$ cat src/rtl/rd_seq_pkg.sv
package rd_seq_pkg;
  typedef enum logic [2:0] {
    S_INIT  = 3'd0,
    S_WAIT  = 3'd1,
    S_RUN   = 3'd2,
    S_WRITE = 3'd3,
    S_STOP  = 3'd4
  } seq_state_e;

  // flag offsets above the last-block field
  localparam int unsigned CFG_BT_OFS  = 0;
  localparam int unsigned CFG_ST_OFS  = 1;
  localparam int unsigned CFG_AOR_OFS = 2;
  localparam int unsigned TERM_PERIODS = 3;
endpackage

$ cat src/rtl/rd_seq_init_timer.sv
module rd_seq_init_timer #(
  parameter int unsigned INIT_CYCLES = 256
) (
  input  logic clk_i,
  input  logic rst_ni,
  input  logic en_i,
  input  logic clr_i,
  output logic done_o
);
  localparam int unsigned CNT_W = (INIT_CYCLES > 1) ? $clog2(INIT_CYCLES) : 1;

  logic [CNT_W-1:0] cnt_q;
  logic             at_end;

  assign at_end = (cnt_q == CNT_W'(INIT_CYCLES - 1));
  assign done_o = en_i && !clr_i && at_end;

  always_ff @(posedge clk_i or negedge rst_ni) begin
    if (!rst_ni)               cnt_q <= '0;
    else if (clr_i)            cnt_q <= '0;
    else if (en_i && !at_end)  cnt_q <= cnt_q + 1'b1;
  end
endmodule

$ cat src/rtl/rd_seq_blk_next.sv
module rd_seq_blk_next #(
  parameter int unsigned ADDR_W = 3
) (
  input  logic [ADDR_W-1:0] blk_i,
  input  logic [ADDR_W-1:0] maxb_i,
  input  logic              bt_en_i,
  input  logic              st_en_i,
  output logic [ADDR_W-1:0] nxt_blk_o,
  output logic [1:0]        nxt_terms_o
);
  logic wrap;

  assign wrap = (maxb_i != '0) && (blk_i >= maxb_i);

  always_comb begin
    if (maxb_i == '0)  nxt_blk_o = '0;
    else if (wrap)     nxt_blk_o = ADDR_W'(1);
    else               nxt_blk_o = blk_i + 1'b1;
    nxt_terms_o = {1'b0, bt_en_i} + ((wrap && st_en_i) ? 2'd2 : 2'd0);
  end
endmodule

$ cat src/rtl/rd_seq_bit_pos.sv
module rd_seq_bit_pos #(
  parameter int unsigned DATA_BITS = 32,
  localparam int unsigned BIDX_W = $clog2(DATA_BITS + 1)
) (
  input  logic              clk_i,
  input  logic              rst_ni,
  input  logic              load_i,
  input  logic [1:0]        terms_i,
  input  logic              adv_i,
  output logic              term_act_o,
  output logic              term_first_o,
  output logic [BIDX_W-1:0] bit_idx_o,
  output logic              blk_end_o
);
  import rd_seq_pkg::*;

  logic [1:0]        terms_q;
  logic [1:0]        tpos_q;
  logic [BIDX_W-1:0] idx_q;

  assign term_act_o   = (terms_q != 2'd0);
  assign term_first_o = (tpos_q == 2'd0);
  assign bit_idx_o    = idx_q;
  assign blk_end_o    = adv_i && !term_act_o && (idx_q == BIDX_W'(DATA_BITS));

  always_ff @(posedge clk_i or negedge rst_ni) begin
    if (!rst_ni) begin
      terms_q <= 2'd0;
      tpos_q  <= 2'd0;
      idx_q   <= BIDX_W'(1);
    end else if (load_i) begin
      terms_q <= terms_i;
      tpos_q  <= 2'd0;
      idx_q   <= BIDX_W'(1);
    end else if (adv_i) begin
      if (term_act_o) begin
        if (tpos_q == 2'(TERM_PERIODS - 1)) begin
          tpos_q  <= 2'd0;
          terms_q <= terms_q - 1'b1;
        end else begin
          tpos_q <= tpos_q + 1'b1;
        end
      end else begin
        idx_q <= idx_q + 1'b1;
      end
    end
  end
endmodule

$ cat src/rtl/rd_stream_seq.sv
module rd_stream_seq #(
  parameter int unsigned N_BLOCKS    = 8,
  parameter int unsigned DATA_BITS   = 32,
  parameter int unsigned INIT_CYCLES = 256,
  localparam int unsigned ADDR_W = $clog2(N_BLOCKS),
  localparam int unsigned CFG_W  = ADDR_W + 3,
  localparam int unsigned WORD_W = DATA_BITS + 1,
  localparam int unsigned BIDX_W = $clog2(DATA_BITS + 1)
) (
  input  logic              clk_i,
  input  logic              rst_ni,
  input  logic              bit_stb_i,
  input  logic              wr_mode_i,
  input  logic              wr_stop_i,
  input  logic              wr_wake_i,
  input  logic              wr_err_i,
  input  logic              prog_done_i,
  input  logic              prog_abort_i,
  input  logic [ADDR_W-1:0] prog_addr_i,
  input  logic [CFG_W-1:0]  cfg_i,
  input  logic [WORD_W-1:0] rd_word_i,
  output logic [ADDR_W-1:0] blk_addr_o,
  output logic [BIDX_W-1:0] bit_idx_o,
  output logic              data_o,
  output logic              term_o,
  output logic              mod_en_o,
  output logic [CFG_W-1:0]  cfg_o
);
  import rd_seq_pkg::*;

  localparam int unsigned BT_B  = ADDR_W + CFG_BT_OFS;
  localparam int unsigned ST_B  = ADDR_W + CFG_ST_OFS;
  localparam int unsigned AOR_B = ADDR_W + CFG_AOR_OFS;

  seq_state_e        state_q, state_d;
  logic [ADDR_W-1:0] blk_q, blk_d;
  logic [CFG_W-1:0]  cfg_q, cfg_d;

  logic              init_done;
  logic              running;
  logic              adv;
  logic              pos_load;
  logic [1:0]        pos_terms;
  logic              term_act, term_first, blk_end;
  logic [BIDX_W-1:0] bit_idx;
  logic [ADDR_W-1:0] nxt_blk, first_blk;
  logic [1:0]        nxt_terms;

  assign running   = (state_q == S_RUN);
  assign adv       = running && !wr_mode_i && bit_stb_i;
  assign first_blk = (cfg_i[ADDR_W-1:0] == '0) ? '0 : ADDR_W'(1);

  rd_seq_init_timer #(.INIT_CYCLES(INIT_CYCLES)) u_init (
    .clk_i  (clk_i),
    .rst_ni (rst_ni),
    .en_i   (state_q == S_INIT),
    .clr_i  (wr_mode_i),
    .done_o (init_done)
  );

  rd_seq_blk_next #(.ADDR_W(ADDR_W)) u_next (
    .blk_i       (blk_q),
    .maxb_i      (cfg_i[ADDR_W-1:0]),
    .bt_en_i     (cfg_i[BT_B]),
    .st_en_i     (cfg_i[ST_B]),
    .nxt_blk_o   (nxt_blk),
    .nxt_terms_o (nxt_terms)
  );

  rd_seq_bit_pos #(.DATA_BITS(DATA_BITS)) u_pos (
    .clk_i        (clk_i),
    .rst_ni       (rst_ni),
    .load_i       (pos_load),
    .terms_i      (pos_terms),
    .adv_i        (adv),
    .term_act_o   (term_act),
    .term_first_o (term_first),
    .bit_idx_o    (bit_idx),
    .blk_end_o    (blk_end)
  );

  always_comb begin
    state_d   = state_q;
    blk_d     = blk_q;
    cfg_d     = cfg_q;
    pos_load  = 1'b0;
    pos_terms = 2'd0;
    unique case (state_q)
      S_INIT: begin
        if (init_done) begin
          cfg_d = cfg_i;
          if (cfg_i[AOR_B]) begin
            state_d = S_WAIT;
          end else begin
            state_d   = S_RUN;
            blk_d     = first_blk;
            pos_load  = 1'b1;
            pos_terms = {1'b0, cfg_i[BT_B]};
          end
        end
      end
      S_WAIT: begin
        if (wr_stop_i) begin
          state_d = S_STOP;
        end else if (wr_wake_i) begin
          state_d   = S_RUN;
          cfg_d     = cfg_i;
          blk_d     = first_blk;
          pos_load  = 1'b1;
          pos_terms = {1'b0, cfg_i[BT_B]};
        end
      end
      S_RUN: begin
        if (wr_mode_i) begin
          state_d = S_WRITE;
        end else if (blk_end) begin
          cfg_d     = cfg_i;
          blk_d     = nxt_blk;
          pos_load  = 1'b1;
          pos_terms = nxt_terms;
        end
      end
      S_WRITE: begin
        if (wr_stop_i) begin
          state_d = S_STOP;
        end else if (wr_err_i || wr_wake_i) begin
          state_d   = S_RUN;
          cfg_d     = cfg_i;
          blk_d     = first_blk;
          pos_load  = 1'b1;
          pos_terms = {1'b0, cfg_i[BT_B]};
        end else if (prog_abort_i) begin
          state_d   = S_RUN;
          cfg_d     = cfg_i;
          blk_d     = prog_addr_i;
          pos_load  = 1'b1;
          pos_terms = {1'b0, cfg_i[BT_B]};
        end else if (prog_done_i) begin
          // old mode stays in force for the re-sent block
          state_d   = S_RUN;
          blk_d     = prog_addr_i;
          pos_load  = 1'b1;
          pos_terms = {1'b0, cfg_q[BT_B] | cfg_q[ST_B]};
        end
      end
      default: ;
    endcase
  end

  always_ff @(posedge clk_i or negedge rst_ni) begin
    if (!rst_ni) begin
      state_q <= S_INIT;
      blk_q   <= '0;
      cfg_q   <= '0;
    end else begin
      state_q <= state_d;
      blk_q   <= blk_d;
      cfg_q   <= cfg_d;
    end
  end

  assign blk_addr_o = blk_q;
  assign bit_idx_o  = bit_idx;
  assign mod_en_o   = running;
  assign term_o     = running && term_act;
  assign data_o     = running && (term_act ? term_first : rd_word_i[bit_idx]);
  assign cfg_o      = cfg_q;
endmodule

$ cat config.mk
export PLATFORM = sky130hd
export DESIGN_NAME = rd_stream_seq
export DESIGN_NICKNAME = d
export VERILOG_FILES = /design/src/rtl/rd_seq_pkg.sv /design/src/rtl/rd_seq_init_timer.sv /design/src/rtl/rd_seq_blk_next.sv /design/src/rtl/rd_seq_bit_pos.sv /design/src/rtl/rd_stream_seq.sv
export SDC_FILE = /design/constraint.sdc
export NUM_CORES = 1
export LEC_CHECK = 0
export ABC_CLOCK_PERIOD_IN_PS = 2500
export BUFFER_PORTS_ARGS = -buffer_cell sky130_fd_sc_hd__buf_2
export CAP_MARGIN = 0
export CORE_MARGIN = 2
export CORE_UTILIZATION = 51
export CTS_BUF_LIST = sky130_fd_sc_hd__clkbuf_8 sky130_fd_sc_hd__clkbuf_16
export DETAILED_ROUTE_END_ITERATION = 12
export HOLD_SLACK_MARGIN = 0.06
export PLACE_DENSITY = 0.8
export SYNTH_ARGS = -nofsm -noshare
export SYNTH_HDL_FRONTEND = slang
export SYNTH_SLANG_ARGS = --single-unit
$ cat constraint.sdc
create_clock -name clk_i -period 2.5 [get_ports clk_i]
set_input_delay 0.375 -clock clk_i [delete_from_list [all_inputs] [get_ports clk_i]]
set_output_delay 0.375 -clock clk_i [all_outputs]
set_load 0.02 [all_outputs]
---- Word-level counts from Yosys, hierarchy flattened ----
Cells that the tools add are included.
word-level totals
  register bits ........................... 30
  bits of input ports ..................... 51
  logic and storage cells ................. 138
  output and inout port bits .............. 18
cells by class
  magnitude comparators ................... 2
  reductions and logical operators ........ 31
  bitwise logic cells ..................... 1
  multiplexer cells ....................... 72
  add/subtract/negate cells ............... 6
  equality and inequality tests ........... 19
operator list
  cell                                                                           count
  6-bit two-way mux                                                              11
  3-bit two-way mux                                                              20
  2-bit two-way mux                                                              12
  3-bit one-hot mux with 4 select lines                                          2
  6-bit one-hot mux with 4 select lines                                          1
  1-bit two-way mux                                                              21
  8-bit two-way mux                                                              2
  2-bit inequality test (second input constant)                                  8
  1-bit logical AND                                                              11
  2-bit nonzero test                                                             5
  9-bit AND reduction                                                            1
  8-bit by 1-bit adder with 8-bit output (second input constant)                 1
  8-bit equality test (second input constant)                                    1
  2-bit one-hot mux with 4 select lines                                          1
  8-bit AND reduction                                                            1
  6-bit by 7-bit less-than comparator with 1-bit output (second input constant)  1
  6-bit by 1-bit adder with 6-bit output (second input constant)                 1
  1-bit binary-select mux with 6-bit select                                      1
  3-bit by 2-bit equality test with 1-bit output (second input constant)         2
  6-bit equality test (second input constant)                                    1
  3-bit logical NOT                                                              2
  3-bit inequality test (second input constant)                                  2
  5-bit inequality test (second input constant)                                  1
  5-bit AND reduction                                                            1
  18 further kinds                                                               21

---- Depth between registers and ports, before layout ----
Gate-level depths: netlist of run 1.
  word-level depth ........................ 10
  depth in mapped cells ................... 8
  gate-level depth less buffers ........... 7

---- Hierarchy ----
A second synthesis of run 1 with hierarchy kept.
unflattened totals
  cells, all modules ...................... 229
  area, all modules ....................... 2245.9 µm²
modules (own cells, without submodules)
  module             area an instance (µm²)  cells an instance  times used  seq. area each (µm²)
  rd_stream_seq      1051.0                  104                1           300.3
  rd_seq_bit_pos     554.3                   60                 1           251.5
  rd_seq_init_timer  486.7                   47                 1           200.2
  rd_seq_blk_next    153.9                   18                 1           0.0

---- Least setup slack after synthesis of run 1 ----
No wires, ideal clock.
  path type ............................... register -> output
  from .................................... register u_pos.idx_q[0], in the netlist u_pos.bit_idx_o[0]
  to ...................................... output port data_o
  cell stages (with the launch flop) ...... 8
  setup slack ............................. 111 ps
  arrival time ............................ 2014 ps
  buffers on the path ..................... 2
  required time ........................... 2125 ps
  path through ............................ dfstp_2 > buf_2 > buf_2 > mux4_2 > mux2i_1 > o21ai_0 > a21oi_1 > o22ai_1
on the way
  word-level cells in the longest chain between the ends .. 4
RTL lines
  element                                    RTL line              text
  start, declared                            rd_seq_bit_pos.sv:19  logic [BIDX_W-1:0] idx_q;
  start signal, assigned                     rd_seq_bit_pos.sv:44  idx_q <= idx_q + 1'b1;
  1-bit binary-select mux with 6-bit select  rd_stream_seq.sv:166  assign data_o = running && (term_act ? term_first : rd_word_i[bit_idx]);
  1-bit two-way mux (implied by the code)    rd_stream_seq.sv:166
  1-bit two-way mux                          rd_stream_seq.sv:166
  1-bit logical AND                          rd_stream_seq.sv:166
  end, declared                              rd_stream_seq.sv:24   output logic data_o,
No other way between the ends. The select of a mux whose other input is x is not followed.

---- Worst setup path in the final report of run 1 ----
Same ends and word-level chain as after synthesis.

==> impl_metrics.json, run 1 <==
{
  "status": "complete, but fails checks",
  "violations": "negative setup slack",
  "final_antenna_net_count": 0,
  "final_core_utilization_pct": 66.4,
  "yosysTopAreaCell": "dfrtp_1",
  "synth-main-ff-cell": "dfrtp_1",
  "grt-ovfl-total": 0,
  "start_util_pct": 53.1,
  "cts.sinks": 30,
  "fin_crit_sh_pct": 101,
  "dr.pass1.iters": 4,
  "worstPathMaxFanout": 5,
  "syn_to_final_growth_pct": 25.0,
  "wl_um": 4990,
  "antenna_cells": 0,
  "nNetsFinal": 347,
  "p_leak_uw": 0.00128,
  "crit_type": "register to output port",
  "r2r-end": "cfg_o[2]",
  "clock_latency_ps": 280,
  "clock-skew-final_ps": 2.98,
  "synth_nets": 273,
  "tightest_slew_ps": 671,
  "cpMaxStageDelayCell": "dfstp_2",
  "clock_path_buffers": 2,
  "dp_hpwl_um": 3780,
  "synth_area_leaders": "dfrtp_1 (34%), mux4_2 (8.5%), ha_1 (4.7%), nor2_1 (3.9%), mux2_1 (3.7%)",
  "coreArea_sq_um": 4000,
  "via_count": 1954,
  "fillers": 329,
  "ys_seq_elements": 30,
  "grt_pass1_vias": 1762,
  "synth_edf_count": 0,
  "synthDistinctLibCells": 59,
  "max_cap_violations": 0,
  "synth_commonest_cells": "dfrtp_1 (29), nor2_1 (22), nand2_1 (14)",
  "rr_worst_depth": 8,
  "async_flop_share_pct": 100,
  "grt_max_degree": 31,
  "crit_chain": "buf_6 > mux4_2 > mux2i_1 > o21ai_1 > a21oi_1 > o22ai_1 > buf_2",
  "place_ws_ps": 153,
  "fp-row-count": 23,
  "io_buffers": 68,
  "cp_data_required_time_ps": 2120,
  "clkTransAtPathRegs_ps": 60,
  "hold_class": "input port to async pin",
  "grt_util_all_layers_pct": 22.3,
  "cp-end-kind": "output port",
  "ys.warnings.count": 0,
  "initialDrtViolationCount": 60,
  "setup_viol": 1,
  "reg2reg_from": "u_pos.bit_idx_o[0]",
  "powerDensity_nw_per_um2": 387,
  "cts-root-buf": "clkbuf_8",
  "ioPinCount": 69,
  "hold_viol_final": 0,
  "arrival_ps": 2160,
  "crit_path_start": "u_pos.bit_idx_o[0]",
  "drive_gt1_share_pct": 36.7,
  "slowest_delay_ps": 610,
  "syn_avg_cell_area_sq_um": 9.93,
  "viasPerCell": 5.76,
  "rrSetupSlack_ps": 410,
  "wl_per_cell_um": 14.7,
  "antenna_found_initial": 0,
  "ctsHtreeMaxLevel": 2,
  "setup.worst_path.start_class": "register",
  "drv_slew": 0,
  "slew_headroom_pct": 55.3,
  "crit_end": "data_o",
  "whs_ps": 124,
  "syn_area_sq_um": 2120,
  "place_congestion": 0.808,
  "drc": 0,
  "dieArea_sq_um": 4700,
  "vdd_ir_drop_max_uv": 265,
  "numCtsBuffers": 5,
  "fin_crit_ps": 2540,
  "syn_inst": 214,
  "die_h_um": 68.5,
  "tritoncts": "yes",
  "grt_setup_unrepaired": "true",
  "synth_top_area_share_pct": 34.2,
  "fp.dieW_um": 68.5,
  "fmax_mhz": 394,
  "synthMostInstantiatedCell": "dfrtp_1",
  "fin_ws_ps": -36.8,
  "grt_pass1_wl_um": 7810,
  "seq_area_frac_synth_pct": 35.4
}
-- cells by family after synthesis --
family,after synthesis,share of synthesized area [%]
simple gates,82,22.3
compound gates,46,15.4
flops,30,35.4
fa+ha+maj,8,4.71
mux,19,14.1
buf+inv,22,5.12
xor+xnor,7,2.89
-- final cells by class --
class                   instances  area, sq um  area share, %
well taps                      50         62.6           2.36
multi-input cells             162         1270           47.8
inverters                      11         41.3           1.56
flip-flops and latches         30          752           28.3
repair buffers                 78          419           15.8
clock buffers                   8          110           4.15
-- where the power goes --
group | total [uW] | leakage, uW | switching (uW) | internal (uW)
logic | 80.2 | 0.000820 | 37.5 | 42.7
registers | 486 | 0.000405 | 0.000000000000359 | 486
clock network | 462 | 0.0000575 | 184 | 278
total | 1030 | 0.00128 | 221 | 806
-- worst max-delay path, delay by kind of cell, from the launching register on --
family | cells | cell delay [ps]
compound gates | 3 | 270
buf+inv | 2 | 300
flops | 1 | 610
mux | 2 | 690
-- metrics by stage --
stage / instances / setup TNS [ps] / area [sq um] / total power, uW
after floorplan: 214 / 0 / 2120 / 518
after global placement: 328 / 0 / 2510 / 572
after detailed placement: 328 / 0 / 2510 / 575
after CTS: 339 / -56.2 / 2650 / 1040
after global routing: 339 / -150 / 2660 / 1060
final: 339 / -36.8 / 2660 / 1030
-- sequential cells by signal, indices dropped and copies added, names as in the netlist --
name / count
u_pos.terms_q: 2
cfg_o: 6
blk_addr_o: 3
u_init.cnt_q: 8
u_pos.tpos_q: 2
state_q: 3
u_pos.bit_idx_o: 6
-- cell usage in the layout (no fill, tap or decap), drive strengths merged, types with 2 or more instances in the layout --
master | synthesis | layout
nor3b | 2 | 2
nand4 | 3 | 3
inv | 11 | 11
a31oi | 3 | 3
nor4b | 4 | 4
xor2 | 3 | 3
or3 | 4 | 4
buf | 9 | 78
ha | 8 | 8
o22ai | 2 | 2
nand2b | 4 | 4
mux2 | 8 | 8
nor4 | 5 | 5
a41oi | 2 | 2
nand2 | 14 | 14
a21o | 2 | 2
mux4 | 8 | 8
a211oi | 3 | 3
a21oi | 11 | 11
nand3b | 2 | 2
nor2 | 22 | 22
mux2i | 3 | 3
o21ai | 9 | 9
or3b | 2 | 2
nor3 | 5 | 5
xnor2 | 4 | 4
a22oi | 2 | 2
clkbuf | 2 | 8
dfrtp | 29 | 29
o31ai | 4 | 4
nand3 | 9 | 9
-- timing repair --
action | 4_1_cts | 5_1_grt
resized for setup | 2 | 1
setup buffers | 3 | 0
setup endpoints to repair | 1 | 1
hold buffers | 0 | 0
-- worst min-delay path by stage --
stage	from	to	slack [ps]	cells after the start
after CTS	rst_ni	u_pos.bit_idx_o[5]	150	1
after detailed placement	rst_ni	blk_addr_o[2]	450	1
final	rst_ni	blk_addr_o[2]	120	1
after global routing	rst_ni	blk_addr_o[1]	190	1
after floorplan	rst_ni	blk_addr_o[0]	80	0
after global placement	rst_ni	blk_addr_o[2]	450	1
-- routing by layer --
metal | share of wire [%] | global-route usage, %
met1 | 43 | 29.4
met2 | 46 | 35.3
met3 | 9.0 | 5.52
met4 | 1.5 | 8.50
met5 | 0 | 0
Power figures use the tool's default switching activity.
==> run 2, diff against run 1 <==
--- a/constraint.sdc
+++ b/constraint.sdc
@@ -3,2 +3,2 @@
 set_output_delay 0.375 -clock clk_i [all_outputs]
-set_load 0.02 [all_outputs]
+set_load 0.1 [all_outputs]
==> impl_metrics.json, run 2 (synthesis results as in run 1) <==
{
  "largest-register": "u_init.cnt_q",
  "antenna_found_initial": 0,
  "violations": "negative setup slack",
  "initialDrtViolationCount": 148,
  "clkTransAtPathRegs_ps": 60,
  "grt_setup_unrepaired": "true",
  "crit_path_start": "u_pos.bit_idx_o[0]",
  "cts-root-buf": "clkbuf_8",
  "grt_max_degree": 31,
  "fin_crit_ps": 2660,
  "numCtsBuffers": 5,
  "drc": 0,
  "fin_ws_ps": -163,
  "place_ws_ps": -87.6,
  "grt-ovfl-total": 0,
  "final_antenna_net_count": 0,
  "worstPathMaxFanout": 5,
  "powerDensity_nw_per_um2": 376,
  "final_cell_mix": "buf_2 (67), dfrtp_1 (29), nor2_1 (22), nand2_1 (14), inv_1 (11)",
  "clock_path_buffers": 2,
  "reg2reg_from": "u_pos.bit_idx_o[0]",
  "hold_class": "input port to async pin",
  "viasPerCell": 5.83,
  "crit_type": "register to output port",
  "place_congestion": 0.825,
  "fp-row-count": 23,
  "coreArea_sq_um": 4000,
  "vdd_ir_drop_max_uv": 380,
  "arrival_ps": 2290,
  "via_count": 1994,
  "tritoncts": "yes",
  "cp-end-kind": "output port",
  "antenna_cells": 0,
  "dr.pass1.iters": 4,
  "syn_to_final_growth_pct": 30.4,
  "hold_viol_final": 0,
  "clock-skew-final_ps": 5.73,
  "cts.sinks": 30,
  "fin_crit_sh_pct": 107,
  "tns_ps": -163,
  "start_util_pct": 53.1,
  "clock_latency_ps": 280,
  "p_leak_uw": 0.00131,
  "drv_slew": 0,
  "dieArea_sq_um": 4700,
  "cts.hold.buffers_added": 0,
  "drive_gt1_share_pct": 38.7,
  "setup.worst_path.start_class": "register",
  "ctsHtreeMaxLevel": 2,
  "status": "complete, but fails checks",
  "largest_reg_flops": 8,
  "final_common_cell": "buf_2",
  "grt_util_all_layers_pct": 24.1,
  "slew_headroom_pct": 51.4,
  "die_h_um": 68.5,
  "cp_data_required_time_ps": 2120,
  "setup_viol": 1,
  "finalPower_uw": 1040,
  "nNetsFinal": 350,
  "dp_hpwl_um": 3930,
  "final_core_utilization_pct": 69.3,
  "tightest_slew_ps": 719,
  "grt_pass1_wl_um": 8510,
  "fp.dieW_um": 68.5,
  "ioPinCount": 69,
  "wl_per_cell_um": 15.8,
  "wl_um": 5400,
  "fmax_mhz": 376,
  "io_buffers": 68,
  "grt_pass1_vias": 1951,
  "max_cap_violations": 0
}
-- run 2: layout make-up --
cell class	count	area, sq um
clock buffer	5	68.8
clock inverter	3	37.5
fill	319	1230
inverter	11	41.3
multi-input combinational	162	1330
sequential	30	756
tap	50	62.6
timing repair buffer	81	477
-- run 2: worst paths after layout --
path	to	slack (ps)	depth (start not counted)
min in group clk_i	cfg_o[4]	340	2
setup reg to reg	cfg_o[3]	340	8
hold / removal	u_pos.bit_idx_o[2]	130	1
max in group asynchronous	u_pos.tpos_q[1]	1930	1
hold reg to reg	cfg_o[1]	500	1
setup / recovery	data_o	-160	5
-- run 2: power breakdown --
part / internal [uW] / switching, uW
registers: 485 / 0.000000000000351
clock network: 290 / 185
logic: 42.9 / 39.1
-- run 2: stage by stage --
| stage | area (sq um) | hold slack (ps) | std cells |
|---|---|---|---|
| floorplan | 2160 | 79.4 | 214 |
| global placement | 2590 | 443 | 333 |
| detailed placement | 2590 | 456 | 333 |
| CTS | 2730 | 156 | 342 |
| global route | 2770 | 191 | 342 |
| finish | 2770 | 133 | 342 |
-- run 2: routing by layer --
metal	vias to the layer above	GRT usage, %	routed length (um)
met5	-	0	0
met4	0	4.75	49
met3	5	4.38	271
met2	72	44.8	2920
met1	967	28.8	2160
li1	950	-	-
-- run 2: worst max-delay path: stages (launching register included) --
cell and delay (ps):
dfstp_4 670, mux4_2 510, mux2_2 300, o31ai_4 240
o22ai_4 110, buf_12 180
-- run 2: timing repair --
item	CTS	global route
buffers inserted	1	1
pin swaps	0	3
gates resized for setup	6	7
setup endpoints to repair	1	1
==> run 3, diff against run 2 <==
CORE_UTILIZATION = 52   (was 51)
PLACE_DENSITY = 0.81   (was 0.8)
SYNTH_HIERARCHICAL = 1   (was not set)
==> impl_metrics.json, run 3 <==
{
  "synthMostInstantiatedCell": "dfrtp_1",
  "grt_pass1_vias": 2144,
  "ioPinCount": 69,
  "grt_pass1_wl_um": 8940,
  "synth_top_area_share_pct": 32.3,
  "crit_type": "register to output port",
  "drive_gt1_share_pct": 45.8,
  "fin_ws_ps": -161,
  "largest-register": "u_init/cnt_q",
  "clock_path_buffers": 2,
  "max_cap_violations": 0,
  "fillers": 303,
  "start_util_pct": 55.0,
  "status": "complete, but fails checks",
  "async_flop_share_pct": 100,
  "fmax_mhz": 376,
  "final_core_utilization_pct": 73.2,
  "grt_util_all_layers_pct": 22.7,
  "synthDistinctLibCells": 63,
  "clkTransAtPathRegs_ps": 70,
  "numCtsBuffers": 5,
  "initialDrtViolationCount": 118,
  "final_common_cell": "buf_2",
  "tns_ps": -161,
  "tritoncts": "yes",
  "antenna_found_initial": 0,
  "slew_headroom_pct": 54.4,
  "via_count": 2152,
  "busiest_layer": "met2",
  "wl_um": 5420,
  "ys.warnings.count": 6,
  "synth_nets": 288,
  "synth_commonest_cells": "dfrtp_1 (29), nand2_1 (20), inv_1 (14)",
  "clock_latency_ps": 280,
  "ctsHtreeMaxLevel": 2,
  "powerDensity_nw_per_um2": 331,
  "tightest_slew_ps": 683,
  "coreArea_sq_um": 4090,
  "dp_hpwl_um": 3980,
  "syn_avg_cell_area_sq_um": 9.81,
  "drv_slew": 0,
  "cp_data_required_time_ps": 2120,
  "met2_usage_pct": 40.0,
  "violations": "negative setup slack",
  "cts-root-buf": "clkbuf_8",
  "cts.sinks": 30,
  "whs_ps": 125,
  "antenna_cells": 0,
  "yosysTopAreaCell": "dfrtp_1",
  "grt_setup_unrepaired": "true",
  "hold_viol_final": 0,
  "grt_util_met1_pct": 26.7,
  "place_area_sq_um": 2750,
  "syn_inst": 229,
  "p_leak_uw": 0.00141,
  "synth_area_leaders": "dfrtp_1 (32%), mux2_2 (6.5%), mux4_1 (4.7%), ha_1 (4.5%), nand2_1 (3.3%)",
  "worstPathMaxFanout": 6,
  "largest_reg_flops": 8,
  "wl_per_cell_um": 14.7,
  "fin_crit_ps": 2660,
  "setup.worst_path.start_class": "register",
  "grt-ovfl-total": 0,
  "die_h_um": 69.7,
  "clock-skew-final_ps": 6.10,
  "nNetsFinal": 377,
  "syn_to_final_growth_pct": 33.1,
  "fin_crit_sh_pct": 106,
  "ys_seq_elements": 30,
  "syn_area_sq_um": 2250,
  "fp.dieW_um": 69.7,
  "place_congestion": 0.844,
  "synth-main-ff-cell": "dfrtp_1",
  "vdd_ir_drop_max_uv": 366,
  "setup_viol": 1,
  "drc": 0,
  "synth_edf_count": 0,
  "fp-row-count": 23,
  "final_cell_mix": "buf_2 (67), dfrtp_1 (27), buf_4 (23), nand2_1 (19), a21oi_1 (13)",
  "fin_area_sq_um": 2990,
  "met3_usage_pct": 4.65,
  "final_antenna_net_count": 0,
  "arrival_ps": 2290,
  "cp-end-kind": "output port",
  "hold_class": "input port to async pin",
  "cts.hold.buffers_added": 0,
  "grt_max_degree": 31,
  "dieArea_sq_um": 4860,
  "viasPerCell": 5.83,
  "dr.pass1.iters": 4,
  "seq_area_frac_synth_pct": 33.5,
  "io_buffers": 68
}
-- run 3: per-layer routing --
layer	part of all wire, %	vias up
met5	0	-
met4	2.0	0
met3	6.0	11
met2	50	77
met1	42	1035
li1	-	1029
-- run 3: timing repair --
action / 4_1_cts / 5_1_grt
setup endpoints to repair: 7 / 20
buffers inserted: 1 / 8
cloned: 0 / 0
pin swaps: 0 / 5
resized for setup: 5 / 11
-- run 3: power breakdown --
part	leakage, uW	total, uW	switching [uW]	internal (uW)
combinational	0.000964	91.0	41.7	49.2
clock	0.0000472	415	194	221
sequential	0.000397	485	0.000000000000201	485
-- run 3: logic make-up (layout without fill, tap and decap cells) --
family                     after synthesis  after routing  synth area share (%)
xor gates and xnor gates                 4              4                  1.56
and+or+nand+nor                         86             86                  22.2
DFF                                     30             30                  33.5
adders and majority gates                8              8                  4.46
buffers and inverters                   24            114                  5.57
muxes                                   27             27                  17.0
AOI/OAI and AO/OA                       50             50                  15.8
-- run 3: final timing paths --
kind | startpoint | endpoint | slack, ps | depth (start not counted)
max | u_pos/bit_idx_o[0] | data_o | -160 | 5
min | rst_ni | cfg_o[4] | 130 | 1
max reg2reg | state_q[2] | cfg_o[5] | 40 | 11
min reg2reg | cfg_o[5] | cfg_o[5] | 510 | 1
max in group asynchronous | rst_ni | u_pos/bit_idx_o[2] | 1860 | 1
min in group clk_i | wr_stop_i | state_q[1] | 310 | 2
-- run 3: final cells by class --
class	count	area, sq um	share of cell area, %
clock buffers	6	82.6	2.76
clock inverters	2	12.5	0.418
inverters	14	56.3	1.88
multi-input cells	175	1470	49.3
flip-flops and latches	30	763	25.5
well taps	50	62.6	2.09
repair buffers	92	539	18.0
-- run 3: worst max-delay path, cell delays in order (launching register included) --
cell and delay (ps):
dfstp_4 670, mux4_2 510, mux2_4 290, o221ai_4 190, a41oi_4 150, buf_12 190
-- run 3: stage by stage --
step           total power [uW]  setup slack (ps)  std cells
2_1_floorplan               527              -239        229
3_3_place_gp                582              10.3        352
3_5_place_dp                584             -99.8        352
4_1_cts                     997              -174        361
5_1_grt                    1030              -206        369
6_report                    991              -161        369
